==> src/rtl/csc_pkg.sv <==
package csc_pkg;
  localparam int CH_W   = 8;
  localparam int NCH    = 3;
  localparam int PIX_W  = CH_W * NCH;
  localparam int KW     = 18;
  localparam int OW     = 24;
  localparam int FRAC   = 14;
  localparam int NG     = NCH * NCH;
  localparam int NCOEF  = NG + NCH;
  localparam int AW     = $clog2(NCOEF);
  localparam int PROD_W = CH_W + 1 + KW;
  localparam int ACC_W  = PROD_W + 3;
  localparam int PIPE_D = 3;

  typedef logic signed [KW-1:0]     gain_t;
  typedef logic signed [OW-1:0]     bias_t;
  typedef logic signed [PROD_W-1:0] prod_t;
  typedef logic signed [ACC_W-1:0]  acc_t;

  typedef struct packed {
    logic user;
    logic last;
  } side_t;

  // unit gain on the diagonal, zero elsewhere
  function automatic gain_t gain_init(input int idx);
    return ((idx / NCH) == (idx % NCH)) ? gain_t'(1 <<< FRAC) : gain_t'(0);
  endfunction

  // unsigned channel code times signed gain
  function automatic prod_t scale_chan(input logic [CH_W-1:0] px, input gain_t k);
    prod_t a;
    prod_t b;
    a = prod_t'($signed({1'b0, px}));
    b = prod_t'(k);
    return a * b;
  endfunction

  // round half up, then clamp into one channel code
  function automatic logic [CH_W-1:0] round_clamp(input acc_t acc);
    acc_t t;
    t = (acc + acc_t'(1 <<< (FRAC - 1))) >>> FRAC;
    if (t < 0)
      return '0;
    else if (t > acc_t'((1 << CH_W) - 1))
      return '1;
    else
      return t[CH_W-1:0];
  endfunction
endpackage

==> src/rtl/csc_coef_bank.sv <==
module csc_coef_bank
  import csc_pkg::*;
(
  input  logic                 clk,
  input  logic                 rst_n,
  input  logic                 wr_en,
  input  logic [AW-1:0]        wr_addr,
  input  logic [OW-1:0]        wr_data,
  input  logic                 swap,
  output gain_t [NG-1:0]       gain_o,
  output bias_t [NCH-1:0]      bias_o
);
  gain_t [NG-1:0]  gain_sh;
  bias_t [NCH-1:0] bias_sh;
  gain_t [NG-1:0]  gain_act;
  bias_t [NCH-1:0] bias_act;

  // shadow bank: written at any time
  always_ff @(posedge clk or negedge rst_n) begin
    if (!rst_n) begin
      for (int g = 0; g < NG; g++) gain_sh[g] <= gain_init(g);
      for (int b = 0; b < NCH; b++) bias_sh[b] <= '0;
    end else if (wr_en) begin
      for (int g = 0; g < NG; g++)
        if (wr_addr == AW'(g)) gain_sh[g] <= wr_data[KW-1:0];
      for (int b = 0; b < NCH; b++)
        if (wr_addr == AW'(NG + b)) bias_sh[b] <= wr_data;
    end
  end

  // working bank: copied only at an accepted start-of-frame pixel
  always_ff @(posedge clk or negedge rst_n) begin
    if (!rst_n) begin
      for (int g = 0; g < NG; g++) gain_act[g] <= gain_init(g);
      for (int b = 0; b < NCH; b++) bias_act[b] <= '0;
    end else if (swap) begin
      gain_act <= gain_sh;
      bias_act <= bias_sh;
    end
  end

  assign gain_o = gain_act;
  assign bias_o = bias_act;

  p_swap_load_r9: assert property (@(posedge clk) disable iff (!rst_n)
    swap |=> (gain_o == $past(gain_sh)) && (bias_o == $past(bias_sh)));

  p_hold_midframe_r9: assert property (@(posedge clk) disable iff (!rst_n)
    !swap |=> $stable(gain_o) && $stable(bias_o));

  p_ignore_high_r10: assert property (@(posedge clk) disable iff (!rst_n)
    (wr_en && (wr_addr >= AW'(NCOEF))) |=> $stable(gain_sh) && $stable(bias_sh));
endmodule

==> src/rtl/csc_chan_mac.sv <==
module csc_chan_mac
  import csc_pkg::*;
(
  input  logic                 clk,
  input  logic                 rst_n,
  input  logic                 en,
  input  logic [PIX_W-1:0]     px_i,
  input  gain_t [NCH-1:0]      gain_row,
  input  bias_t                bias,
  output logic [CH_W-1:0]      px_o
);
  localparam acc_t HALF_CODE = acc_t'(1 <<< (FRAC - 1));
  localparam acc_t SAT_HI_TH = acc_t'((((1 << CH_W) - 1) <<< FRAC) - (1 <<< (FRAC - 1)));

  prod_t prod_q [NCH];
  acc_t  bias_q;
  acc_t  sum;

  // stage 1: three products and the offset
  always_ff @(posedge clk or negedge rst_n) begin
    if (!rst_n) begin
      for (int c = 0; c < NCH; c++) prod_q[c] <= '0;
      bias_q <= '0;
    end else if (en) begin
      for (int c = 0; c < NCH; c++)
        prod_q[c] <= scale_chan(px_i[c*CH_W +: CH_W], gain_row[c]);
      bias_q <= acc_t'(bias);
    end
  end

  always_comb begin
    sum = bias_q;
    for (int c = 0; c < NCH; c++) sum = sum + acc_t'(prod_q[c]);
  end

  // stage 2: round and clamp
  always_ff @(posedge clk or negedge rst_n) begin
    if (!rst_n)
      px_o <= '0;
    else if (en)
      px_o <= round_clamp(sum);
  end

  p_clamp_high_r5: assert property (@(posedge clk) disable iff (!rst_n)
    (en && (sum >= SAT_HI_TH)) |=> (px_o == '1));

  p_clamp_low_r5: assert property (@(posedge clk) disable iff (!rst_n)
    (en && (sum < -HALF_CODE)) |=> (px_o == '0));

  p_stall_hold_r7: assert property (@(posedge clk) disable iff (!rst_n)
    !en |=> $stable(px_o));
endmodule

==> src/rtl/csc_affine_top.sv <==
module csc_affine_top
  import csc_pkg::*;
(
  input  logic              clk,
  input  logic              rst_n,
  input  logic              cfg_we,
  input  logic [AW-1:0]     cfg_addr,
  input  logic [OW-1:0]     cfg_wdata,
  input  logic              s_valid,
  output logic              s_ready,
  input  logic [PIX_W-1:0]  s_data,
  input  logic              s_user,
  input  logic              s_last,
  output logic              m_valid,
  input  logic              m_ready,
  output logic [PIX_W-1:0]  m_data,
  output logic              m_user,
  output logic              m_last
);
  logic             advance;
  logic             in_fire;
  logic             sof_take;
  logic             vld_q  [PIPE_D];
  side_t            side_q [PIPE_D];
  logic [PIX_W-1:0] pix0_q;
  gain_t [NG-1:0]   gain_act;
  bias_t [NCH-1:0]  bias_act;
  logic [CH_W-1:0]  out_ch [NCH];

  // whole pipeline moves as one unit
  assign advance  = !vld_q[PIPE_D-1] || m_ready;
  assign s_ready  = advance;
  assign in_fire  = s_valid && advance;
  assign sof_take = in_fire && s_user;

  always_ff @(posedge clk or negedge rst_n) begin
    if (!rst_n) begin
      vld_q[0]  <= 1'b0;
      side_q[0] <= '0;
      pix0_q    <= '0;
    end else if (advance) begin
      vld_q[0]  <= s_valid;
      side_q[0] <= '{user: s_user, last: s_last};
      pix0_q    <= s_data;
    end
  end

  for (genvar s = 1; s < PIPE_D; s++) begin : g_side
    always_ff @(posedge clk or negedge rst_n) begin
      if (!rst_n) begin
        vld_q[s]  <= 1'b0;
        side_q[s] <= '0;
      end else if (advance) begin
        vld_q[s]  <= vld_q[s-1];
        side_q[s] <= side_q[s-1];
      end
    end
  end

  csc_coef_bank u_bank (
    .clk     (clk),
    .rst_n   (rst_n),
    .wr_en   (cfg_we),
    .wr_addr (cfg_addr),
    .wr_data (cfg_wdata),
    .swap    (sof_take),
    .gain_o  (gain_act),
    .bias_o  (bias_act)
  );

  for (genvar k = 0; k < NCH; k++) begin : g_chan
    csc_chan_mac u_mac (
      .clk      (clk),
      .rst_n    (rst_n),
      .en       (advance),
      .px_i     (pix0_q),
      .gain_row (gain_act[k*NCH +: NCH]),
      .bias     (bias_act[k]),
      .px_o     (out_ch[k])
    );
  end

  always_comb begin
    for (int k = 0; k < NCH; k++) m_data[k*CH_W +: CH_W] = out_ch[k];
  end

  assign m_valid = vld_q[PIPE_D-1];
  assign m_user  = side_q[PIPE_D-1].user;
  assign m_last  = side_q[PIPE_D-1].last;

  p_reset_idle_r1: assert property (@(posedge clk)
    !rst_n |=> !m_valid);

  p_latency_r6: assert property (@(posedge clk) disable iff (!rst_n)
    ($past(in_fire, 3) && $past(m_ready, 2) && $past(m_ready, 1)) |-> m_valid);

  p_out_hold_r7: assert property (@(posedge clk) disable iff (!rst_n)
    (m_valid && !m_ready) |=> m_valid && $stable(m_data) && $stable(m_user) && $stable(m_last));

  p_in_block_r7: assert property (@(posedge clk) disable iff (!rst_n)
    (m_valid && !m_ready) |-> !s_ready);
endmodule

==> config.mk <==
export PLATFORM = sky130hd
export DESIGN_NAME = csc_affine_top
export DESIGN_NICKNAME = d
export VERILOG_FILES = /design/src/rtl/csc_pkg.sv /design/src/rtl/csc_coef_bank.sv /design/src/rtl/csc_chan_mac.sv /design/src/rtl/csc_affine_top.sv
export SDC_FILE = /design/constraint.sdc
export NUM_CORES = 2
export LEC_CHECK = 0
export ABC_AREA = 1
export BUFFER_PORTS_ARGS = -buffer_cell sky130_fd_sc_hd__buf_2
export CAP_MARGIN = 15
export CORE_MARGIN = 5
export CORE_UTILIZATION = 45
export DETAILED_ROUTE_END_ITERATION = 10
export PLACE_DENSITY = 0.71
export SLEW_MARGIN = 20
export SYNTH_ARGS = -nofsm -noshare
export SYNTH_HDL_FRONTEND = slang
export SYNTH_HIERARCHICAL = 1
export SYNTH_SLANG_ARGS = --single-unit
==> constraint.sdc <==
create_clock -name clk -period 4.6 [get_ports clk]
set_input_delay 0.92 -clock clk [delete_from_list [all_inputs] [get_ports clk]]
set_output_delay 0.92 -clock clk [all_outputs]
set_load 0.05 [all_outputs]
After elaboration in Yosys (flattened, before gate mapping)
Index checks and enable logic that the tools add are counted.
Word-level totals
  flip-flop bits (word level): 840
  bits in latches: 0
  memory bits (writable): 0
  bits in read-only memories: 0
  input port bits: 59
  logic and storage cells: 110
  memories kept: 0
Cells by class
  add/sub/neg operators: 12
  multiply operators: 9
  divide/modulo/power cells: 0
  order comparisons: 6
  equality and inequality tests: 11
  shifts and indexed selects: 0
  mux-type cells: 6
  bitwise gates (word level): 0
  reductions and logical operators: 17
Operators with widths (count)
  $mul 9x18->27: 9
  $add 30x15->30 const B: 3
  $add 30x27->30: 3
  $add 28x27->29: 3
  $add 24x27->28: 3
  $gt 16x9->1 const B: 3
  $lt 16x1->1 const B: 3
  $mux 8: 6
  $reduce_and 2->1: 12
  $eq 4x3->1 const B: 4
  $eq 4x4->1 const B: 4
  $eq 4x2->1 const B: 2
  $eq 4x1->1 const B: 1
  $logic_not 4->1: 1
  $logic_and 1x1->1: 2
  $logic_not 1->1: 1
  $logic_or 1x1->1: 1

Logic depth before layout (Yosys ltp)
  depth after elaboration: 7
  mapped depth: 26
  depth with buffers taken out: 24

Hierarchy
The synthesis kept the hierarchy.
By module, submodules not included
  csc_chan_mac (g_chan[1].u_mac): times used 1, cells each 3187, area an instance 23806.6 µm², sequential area each 2827.7 µm²
  csc_chan_mac (g_chan[0].u_mac): times used 1, cells each 3198, area an instance 23772.8 µm², sequential area each 2827.7 µm²
  csc_chan_mac (g_chan[2].u_mac): times used 1, cells each 3201, area an instance 23772.8 µm², sequential area each 2827.7 µm²
  csc_coef_bank: times used 1, cells each 1542, area an instance 17867.1 µm², sequential area each 11718.7 µm²
  csc_affine_top: times used 1, cells each 145, area an instance 1373.8 µm², sequential area each 825.8 µm²

Least setup slack after synthesis
Ideal clock, no wire load.
  kind: flip-flop to flip-flop
  start point: register pix0_q[2]
  end point: register g_chan[0].u_mac/prod_q[75] (netlist bit)
  data arrival time: 4557 ps
  data required time: 4466 ps
  slack: -90 ps
  cell stages (with the launch flop): 21
  buffers on the path: 2
  path through: dfrtp_1 > clkbuf_1 > clkbuf_1 > nand2_1 > fa_1 > inv_1 > fa_1 > inv_1 > fa_1 > inv_1 > fa_1 > ha_1 > a21oi_1 > nor2_1 > nor2_1 > o211ai_1 > a21oi_1 > o21bai_1 > or2_2 > nand3_1 > o21ai_0
Between the ends
  cells in the longest elaborated chain, start to end: 1
Ends and longest elaborated chain
  from (decl): line csc_affine_top.sv:25  | logic [PIX_W-1:0] pix0_q;
  from (signal assigned): line csc_affine_top.sv:44  | pix0_q <= s_data;
  $mul 9x18->27: line csc_pkg.sv:36  | return a * b;
  to (signal, indexed assignment): line csc_chan_mac.sv:26  | prod_q[c] <= scale_chan(px_i[c*CH_W +: CH_W], gain_row[c]);
  to (decl): line csc_chan_mac.sv:15  | prod_t prod_q [NCH];
No other way between the ends.
A chain may end at the register's enable or synchronous reset.

Final worst setup path
  start point: register pix0_q[9]
  end point: register g_chan[0].u_mac/prod_q[44] (netlist bit)
The elaborated chain is that of the path after synthesis.

==> flow_summary_export.csv <==
group,metric,value,unit
clock_network,clkLatencyLatePin,0.74,ns
place,hpwl,185000,microns
grt,use_met3,0.0337,
yosys,synth-xor-area-share,0.0173,
timing,max_freq,213,MHz
grt,first_global_vias,71500,
yosys,synth_area_leaders,"fa_1 26%, dfrtp_1 23%, nand2_1 13%",
min_path,hp-class,"input pin to asynchronous set/reset pin",
clock_network,cts.path.max_buffers,3,
grt,antenna_found_initial,22,
yosys,synth-simple-area-share,0.181,
yosys,ys_types,64,
timing,fin_ws,-0.0893,ns
clock_network,cts-root-buf,"clkbuf_16",
clock_network,clkTransAtPathRegs,0.06,ns
floorplan,rows,164,
timing,finalHoldViolations,0,
yosys,synth_most_common_cell,"nand2_1",
drt,drc,0,
run_status,failed_checks,"negative setup slack",
floorplan,io_pins,87,
timing,maxSlewViolCount,0,
setup_path,start_kind,"flip-flop",
setup_path,endpoint_kind,"flip-flop",
grt,overflow,0,
floorplan,dieArea,0.210,sq mm
drt,drtAntennaViolNets,0,
clock_network,cts_max_level,3,
grt,top_usage_layer,"met2",
drt,num_vias,72100,
setup_path,path_class,"flip-flop to flip-flop",
yosys,synth-compound-area-share,0.0482,
yosys,netlist_area,0.0906,sq mm
timing,fin_worst_skew,0.0391,ns
floorplan,start_util,0.453,
floorplan,die_h,459,microns
place,place.port_buffers,86,
yosys,ys_top_cells_by_count,"3192 x nand2_1, 2829 x inv_1, 1188 x fa_1",
timing,relSlewSlack,0.268,
yosys,synth_top_area_share,0.263,
clock_network,cts_tree,"done",
cells_and_area,final_nets,13600,
timing,rsz0062_at_grt,"yes",
grt,grtUsageMet1,0.312,
drt,firstDrtPassIters,8,
setup_path,worst-endpoint-arrival,5.25,ns
place,dp_slack,-0.249,ns
timing,period_share,1.02,
setup_path,crit_required,5.16,ns
yosys,synthCells,11300,
grt,grt_pass1_wl,389000,microns
floorplan,die_w,459,microns
timing,finalSetupViolCount,6,
cells_and_area,nFillCells,17600,
flow_run,max_cap_violations,0,
clock_network,cts_sinks,840,
yosys,postSynthAreaPerCell,8.04,sq um
yosys,synthArstFlopShare,1.00,
yosys,synth_warnings,6,
yosys,synth_top_family_by_area,"adder cells",
yosys,ys_seq_area_frac,0.232,
yosys,ys_ff_latch,840,
timing,tns,-0.291,ns
yosys,synth_edf_count,0,
place,routabilityCongestion,0.909,
timing,worst_pin_slew,1.10,ns
run_status,outcome,"finished, violations left",
yosys,synth_top_area_cell,"fa_1",
floorplan,core-area,0.200,sq mm
cells_and_area,syn_to_final_growth,17.5,%
drt,vias_per_cell,5.01,
yosys,synth_mux_area_frac,0.0291,
yosys,synth_fa_ha_area_frac,0.352,
setup_path,cp_max_fo,10,
yosys,syn_nets,13200,
drt,wl_per_cell,17.7,microns
clock_network,cts_buffers,92,
drt,detail_route.wirelength,255000,microns
grt,gr-usage-all-layers,0.230,
grt,use_met2,0.376,
yosys,synth_ff_type,"dfrtp_1",
drt,drtIter0Drc,5518,
grt,grt_max_degree,122,
cells_and_area,drive_above_1_share,0.172,
timing,fin_crit,4.69,ns
[area by class of cell]
class | count | area (sq um) | area share
multi-input cells | 7096 | 60900 | 0.573
flip-flops and latches | 840 | 21100 | 0.198
inverters | 2840 | 10700 | 0.100
repair buffers | 792 | 7290 | 0.0685
well taps | 2656 | 3320 | 0.0312
clock buffers | 132 | 2640 | 0.0248
clock inverters | 39 | 475 | 0.00447
diodes | 8 | 20.0 | 0.000188
[cell families after synthesis]
family	after synthesis
multiplexers	234
XOR/XNOR	176
flip-flops	840
AO/OA/AOI/OAI	771
adder cells (fa/ha/maj)	1833
AND/OR/NAND/NOR	4082
buffers and inverters	3337
[final timing paths]
| kind | from | to | slack, ns | cells after the start |
|---|---|---|---|---|
| max | pix0_q[9] | g_chan[0].u_mac/prod_q[44] | -0.09 | 20 |
| min | rst_n | g_chan[1].u_mac/prod_q[35] | 0.20 | 1 |
| max reg2reg | pix0_q[9] | g_chan[0].u_mac/prod_q[44] | -0.09 | 20 |
| min reg2reg | u_bank/bias_sh[15] | u_bank/bias_sh[15] | 0.46 | 2 |
| max in group asynchronous | rst_n | pix0_q[13] | 3.20 | 2 |
| min in group clk | s_data[23] | pix0_q[23] | 0.38 | 3 |
[worst max-delay path: stages (launching register included)]
cell	delay (ns)
dfrtp_2	0.44
buf_12	0.17
buf_12	0.14
nand2_1	0.07
fa_1	0.52
inv_1	0.06
fa_1	0.50
inv_1	0.05
fa_1	0.48
inv_1	0.07
fa_1	0.49
ha_1	0.33
buf_4	0.16
nand2_2	0.08
nor2_1	0.10
inv_1	0.07
nor3_2	0.19
nor2_2	0.09
xor2_2	0.28
buf_4	0.16
o21ai_0	0.07
[flip-flops by register name (all words and copies together) (netlist names)]
| register | count |
|---|---|
| g_chan.u_mac/prod_q | 243 |
| u_bank/gain_o | 162 |
| u_bank/gain_sh | 162 |
| g_chan.u_mac/bias_q | 72 |
| u_bank/bias_o | 72 |
| u_bank/bias_sh | 72 |
| g_chan.u_mac/px_o | 24 |
| pix0_q | 24 |
| side_q | 4 |
| vld_q | 2 |
| m_last | 1 |
| m_user | 1 |
| m_valid | 1 |
[through the flow]
stage	hold WS, ns	util	instance area [sq um]	std cells
2_1_floorplan	0.435	-	90600	11300
3_3_place_gp	0.445	0.486	97300	14100
6_report	0.199	0.532	106000	14400
5_1_grt	0.222	0.532	106000	14400
3_5_place_dp	0.449	0.486	97300	14100
4_1_cts	0.190	0.505	101000	14300
[placed cells by master, fill, tap and decap left out, drive strengths merged, types with 28 or more instances in the layout]
| master | n |
|---|---|
| nor2 | 322 |
| a21oi | 254 |
| nor3 | 47 |
| inv | 2850 |
| dfrtp | 834 |
| nand2 | 3222 |
| buf | 774 |
| fa | 1188 |
| nand3 | 325 |
| xor2 | 76 |
| or2 | 28 |
| clkbuf | 150 |
| nand4 | 107 |
| ha | 645 |
| mux2 | 234 |
| a21o | 29 |
| xnor2 | 100 |
| o21ai | 310 |
| a31oi | 53 |
| o21bai | 44 |
[layer usage]
layer	wire length, microns	part of all wire	vias up
met5	63	0.00025	-
met4	12100	0.048	10
met3	18000	0.071	525
met2	118000	0.46	2282
met1	106000	0.42	35300
li1	-	-	34000
[timing repair]
action | 4_1_cts | 5_1_grt
resized for setup | 93 | 874
hold buffers | 0 | 0
cloned | 3 | 24
setup buffers | 10 | 96
setup endpoints to repair | 35 | 134
pin swaps | 17 | 330
Power is not shown: default switching activity piles up to over one toggle a cycle in this logic, so the estimate is an artifact.
